File: src/rtl/sclk_div_pkg.sv
package sclk_div_pkg;
   // Behaviour selected by a control code
   typedef enum logic [1:0] {
      MODE_LOW  = 2'd0,
      MODE_HIGH = 2'd1,
      MODE_DIV  = 2'd2,
      MODE_PASS = 2'd3
   } div_mode_e;
endpackage

File: src/rtl/sclk_div_decode.sv
module sclk_div_decode
   import sclk_div_pkg::*;
#(
   parameter int CODE_W = 5
) (
   input  logic [CODE_W-1:0] code,
   output div_mode_e         mode
);
   localparam logic [CODE_W-1:0] C_LOW  = '0;
   localparam logic [CODE_W-1:0] C_HIGH = CODE_W'(1);
   localparam logic [CODE_W-1:0] C_PASS = {CODE_W{1'b1}};

   always_comb begin
      if (code == C_LOW)       mode = MODE_LOW;
      else if (code == C_HIGH) mode = MODE_HIGH;
      else if (code == C_PASS) mode = MODE_PASS;
      else                     mode = MODE_DIV;
   end
endmodule

File: src/rtl/sclk_div_core.sv
module sclk_div_core
   import sclk_div_pkg::*;
#(
   parameter int CODE_W = 5
) (
   input  logic              ref_clk,
   input  logic              rst_n,
   input  logic [CODE_W-1:0] code_in,
   output logic [CODE_W-1:0] eff_code,
   output logic [CODE_W-1:0] div_cnt,
   output logic              phase_q,
   output logic              pass_q,
   output logic              active_q
);
   localparam logic [CODE_W-1:0] ONE = CODE_W'(1);

   div_mode_e         cur_mode;
   div_mode_e         nxt_mode;
   logic              at_boundary;
   logic [CODE_W-1:0] code_nxt;
   logic [CODE_W-1:0] cnt_nxt;
   logic [CODE_W-1:0] half_nxt;
   logic              phase_nxt;

   sclk_div_decode #(.CODE_W(CODE_W)) u_dec_cur (
      .code (eff_code),
      .mode (cur_mode)
   );

   sclk_div_decode #(.CODE_W(CODE_W)) u_dec_nxt (
      .code (code_nxt),
      .mode (nxt_mode)
   );

   // A period ends on its last count; outside divide mode every edge is a boundary
   always_comb begin
      at_boundary = (cur_mode != MODE_DIV) || (div_cnt == (eff_code - ONE));
      code_nxt    = at_boundary ? code_in : eff_code;
      cnt_nxt     = at_boundary ? '0 : (div_cnt + ONE);
      half_nxt    = code_nxt >> 1;
      unique case (nxt_mode)
         MODE_LOW:  phase_nxt = 1'b0;
         MODE_HIGH: phase_nxt = 1'b1;
         MODE_DIV:  phase_nxt = (cnt_nxt < half_nxt);
         default:   phase_nxt = 1'b0;
      endcase
   end

   always_ff @(posedge ref_clk or negedge rst_n) begin
      if (!rst_n) begin
         eff_code <= '0;
         div_cnt  <= '0;
         phase_q  <= 1'b0;
         pass_q   <= 1'b0;
         active_q <= 1'b0;
      end else begin
         eff_code <= code_nxt;
         div_cnt  <= cnt_nxt;
         phase_q  <= phase_nxt;
         pass_q   <= (nxt_mode == MODE_PASS);
         active_q <= (nxt_mode == MODE_DIV) || (nxt_mode == MODE_PASS);
      end
   end
endmodule

File: src/rtl/sclk_div_outmux.sv
module sclk_div_outmux (
   input  logic ref_clk,
   input  logic sel_pass,
   input  logic phase,
   output logic clk_out
);
   assign clk_out = sel_pass ? ref_clk : phase;
endmodule

File: src/rtl/sclk_div.sv
module sclk_div #(
   parameter int CODE_W = 5
) (
   input  logic              ref_clk,
   input  logic              rst_n,
   input  logic [CODE_W-1:0] div_code,
   output logic              sclk_out,
   output logic              div_active
);
   // The code space needs room for two static codes, a bypass code and a divide ratio
   if (CODE_W < 2) begin : g_bad_width
      $error("sclk_div: CODE_W must be at least 2");
   end
   if (CODE_W > 8) begin : g_wide_width
      $error("sclk_div: CODE_W above 8 is not supported");
   end

   logic [CODE_W-1:0] eff_code;
   logic [CODE_W-1:0] div_cnt;
   logic              phase_q;
   logic              pass_q;

   sclk_div_core #(.CODE_W(CODE_W)) u_core (
      .ref_clk  (ref_clk),
      .rst_n    (rst_n),
      .code_in  (div_code),
      .eff_code (eff_code),
      .div_cnt  (div_cnt),
      .phase_q  (phase_q),
      .pass_q   (pass_q),
      .active_q (div_active)
   );

   sclk_div_outmux u_mux (
      .ref_clk  (ref_clk),
      .sel_pass (pass_q),
      .phase    (phase_q),
      .clk_out  (sclk_out)
   );
endmodule

File: config.mk
export PLATFORM = sky130hd
export DESIGN_NAME = sclk_div
export DESIGN_NICKNAME = d
export VERILOG_FILES = /design/src/rtl/sclk_div_pkg.sv /design/src/rtl/sclk_div_decode.sv /design/src/rtl/sclk_div_core.sv /design/src/rtl/sclk_div_outmux.sv /design/src/rtl/sclk_div.sv
export SDC_FILE = /design/constraint.sdc
export NUM_CORES = 1
export LEC_CHECK = 0
export BUFFER_PORTS_ARGS = -buffer_cell sky130_fd_sc_hd__buf_2
export CAP_MARGIN = 40
export CORE_MARGIN = 10
export CORE_UTILIZATION = 37
export CTS_CLUSTER_SIZE = 14
export DETAILED_ROUTE_END_ITERATION = 8
export REMOVE_ABC_BUFFERS = 1
export SLEW_MARGIN = 20
export SYNTH_ARGS = -nofsm -noshare
export SYNTH_HDL_FRONTEND = slang
export SYNTH_HIERARCHICAL = 1
export SYNTH_SLANG_ARGS = --single-unit
File: constraint.sdc
create_clock -name ref_clk -period 5.7 [get_ports ref_clk]
set_clock_uncertainty 0.15 [all_clocks]
set_input_delay 0.57 -clock ref_clk [delete_from_list [all_inputs] [get_ports ref_clk]]
set_output_delay 0.57 -clock ref_clk [all_outputs]
set_load 0.02 [all_outputs]
Yosys cells after proc, flatten, opt, wreduce, memory -nomap -nowiden. Index checks and enable logic that the tools add are counted.

Bits of input ports: 7. Output and inout port bits: 2. Register bits after elaboration: 13. Word-level logic and storage cells: 31.

Add/subtract/negate cells: 2. Reduce and logical (&&, ||, !) cells: 4. $lt $le $gt $ge: 1. Muxes and demuxes: 10. Eq/ne operators: 9.

Operators by type and width (number): 5-bit by 1-bit equality test with 1-bit output, second input constant (2); 5-bit equality test, second input constant (2); 5-bit logical NOT (2); 5-bit 2-to-1 mux (2); 2-bit 2-to-1 mux (4); 5-bit by 1-bit adder with 5-bit output, second input constant (1); 5-bit equality test (1); 5-bit by 4-bit less-than comparator with 1-bit output (1); 5-bit by 1-bit subtractor with 5-bit output, second input constant (1); 2-bit equality test, second input constant (2); 1-bit 2-to-1 mux (3); 2-bit by 1-bit equality test with 1-bit output, second input constant (1); 1-bit logical OR (2); 2-bit inequality test, second input constant (1); 1-bit one-hot mux with 2 select lines (1).

Longest topological paths before layout.
Word-level depth: 13. Gate-level depth with buffers: 16. Gate-level depth less buffers: 15.

Hierarchy. Netlist, hierarchy kept.

By module, submodules not included: sclk_div_core (sequential area each 325.3 µm², times used 1, area an instance 779.5 µm², cells each 73); sclk_div_decode (sequential area each 0.0 µm², times used 2, area an instance 28.8 µm², cells each 3); sclk_div_outmux (sequential area each 0.0 µm², times used 1, area an instance 15.0 µm², cells each 1).

==> impl_results.md <==
* Vias in the first global route at 640
* Status: completed
* Post-Syn Instances at 80
* Reg2reg path depth at 14
* RSZ-0062 raised after global routing: no
* Hold wc startpoint: div_code[0]
* Xor/xnor share of the synthesized area at 9.25%
* Critical path required time at 4.98 ns
* Reg2Reg Setup Slack at 1.85 ns
* Largest net degree at the start of global routing at 14
* Yosys reg bits at 13
* Slew Viols, Final at 0
* DR DRC count at 0
* Clk slew on worst S/H paths at 0.08 ns
* Row count at 17
* Vias per inst at 4.90
* First-pass detailed-route iteration total at 3
* Slew margin rel. at 73.8%
* Mapped Area at 852 sq um
* Post-synth top area share at 38.2%
* Initial Util at 38.5%
* Die width at 68.0 um
* Met2 GRT Util at 11.3%
* Top post-synthesis cells by area: dfrtp_1, ha_1, xor2_1, inv_1, xnor2_1
* HPWL after DPL at 1240 um
* Final setup fails at 0
* Compound-Gate Fraction of Synth Area at 11.6%
* Remaining global-route overflow at 0
* Most frequent cells in the layout: dfrtp_1, inv_1, buf_2, ha_1, nor2_1
* Post-synth EDFFs at 0
* Avg WL per Cell at 12.9 um
* Crit start category: clock port
* First-pass GRT wire length at 2780 um
* Worst hold endpoint: u_core/eff_code[0]$_DFF_PN0_
* Synth area leader: dfrtp_1
* Core Area at 2210 sq um
* Diode count at 0
* Worst-path fanout max at 2
* GRT Util Overall at 8.39%
* Port Buffer Count at 8
* Post-Place Cells at 114
* Hold_buf cts at 1
* Largest family of logic cells by synthesized area: simple AND/OR/NAND/NOR gates
* Reg-to-Reg Start: u_core/eff_code[1]$_DFF_PN0_
* Setup Crit Path Kind: clock port to output pin
* Met1 Use GR at 9.19%
* Most common cell after layout, fill and taps aside: dfrtp_1
* Hold Fails Final Rpt at 0
* Die Footprint at 4620 sq um
* Setup Fix Bufs, Post-CTS at 0
* Non-filler cells, final at 122
* Post-cts resize count at 0
* Mux contribution to synthesized area at 5.29%
* RePlAce Congestion at 0.771
* WL final at 1570 um
* Global route hottest layer: met2
* Layout cell share with drive strength beyond 1 at 25.5%
* R2r endpoint: u_core/phase_q$_DFF_PN0_
* Max-Cap Viols at 0
* Critical path endpoint category: output pin
* Hold_ws at 0.325 ns
* Initial antenna violation count at 0
* Initial DRC count at 6
* Final nets at 110
* Ys flop type: dfrtp_1
* Num ports at 9
* CTS tree: built
* Die height at 68.0 um
* Setup TNS at 0 ns
* Worst EP arrival at 3.47 ns
* Worst-Margin Slew at 0.389 ns
* Final ANT Viol Nets at 0
* M3 GR Usage at 4.24%
* Adder-cell share of the synthesized area at 11.7%
* Synth Area in Simple Gates at 17.3%
* YS warnings at 6
* Netlist cell types at 30
* Synth async-reset ratio at 100%
* Average cell area after synthesis at 10.7 sq um
* Sequential-to-total area share from yosys stat at 38.2%
* Hold Crit Depth at 3
* Worst Hold Class: input pin to flop
* Routed via count at 598
* Clock latency on the worst-skew pair at 0.39 ns
* Area delta synth->final at 13.5%
==> metrics by stage <==
| stage | setup WS (ns) | area (sq um) | utilization, % |
|---|---|---|---|
| 3_3_place_gp | 1.74 | 908 | 41.1 |
| 6_report | 1.51 | 967 | 43.7 |
| 4_1_cts | 1.50 | 967 | 43.7 |
| 3_5_place_dp | 1.74 | 908 | 41.1 |
| 5_1_grt | 1.48 | 967 | 43.7 |
| 2_1_floorplan | 1.85 | 833 | - |
==> how the worst max path moves through the flow <==
| stage | start | end | slack [ns] | cells after the start |
|---|---|---|---|---|
| after CTS | ref_clk | sclk_out | 1.50 | 4 |
| after detailed placement | ref_clk | sclk_out | 1.74 | 2 |
| final | ref_clk | sclk_out | 1.51 | 4 |
| after global placement | ref_clk | sclk_out | 1.74 | 2 |
| after global routing | ref_clk | sclk_out | 1.48 | 4 |
| after floorplan | ref_clk | sclk_out | 1.85 | 1 |
==> final cells by class <==
class                           instances  area, sq um
Fill cell                             227         1240
Multi-Input combinational cell         55          470
Sequential cell                        13          325
Timing Repair Buffer                    8         45.0
Inverter                               10         37.5
Tap cell                               28         35.0
Clock buffer                            8         53.8
==> routing by layer <==
metal | wire length [um] | part of all wire (%)
met4 | 29 | 1.8
met2 | 762 | 48
met5 | 0 | 0
met1 | 736 | 47
met3 | 43 | 2.7
==> kinds of logic after synthesis <==
| logic type | after synthesis |
|---|---|
| fa+ha+maj | 8 |
| flops | 13 |
| simple gates | 23 |
| buf+inv | 12 |
| mux | 4 |
| xor+xnor | 9 |
| compound gates | 11 |
==> state kept, by name (all words and copies together), names as in the netlist <==
| name | flops |
|---|---|
| u_core/eff_code | 5 |
| u_core/phase_q | 1 |
| u_core/div_cnt | 5 |
| u_core/active_q | 1 |
| u_core/pass_q | 1 |
==> worst max-delay path, stage by stage <==
cell      delay [ns]
clkbuf_4        0.11
clkbuf_4        0.12
mux2_4          0.24
buf_2           0.16
==> Yosys cell counts (2+ instances only) <==
library cell	instances
dfrtp_1	13
inv_1	10
ha_1	8
nor2_1	7
xor2_1	5
xnor2_1	4
mux2i_1	3
nand3_1	3
a21boi_2	2
nand2_1	2
nand4_1	2
o21ai_0	2
or4_4	2
Power is not shown: default switching activity piles up to over one toggle a cycle in this logic, so the estimate is an artifact.
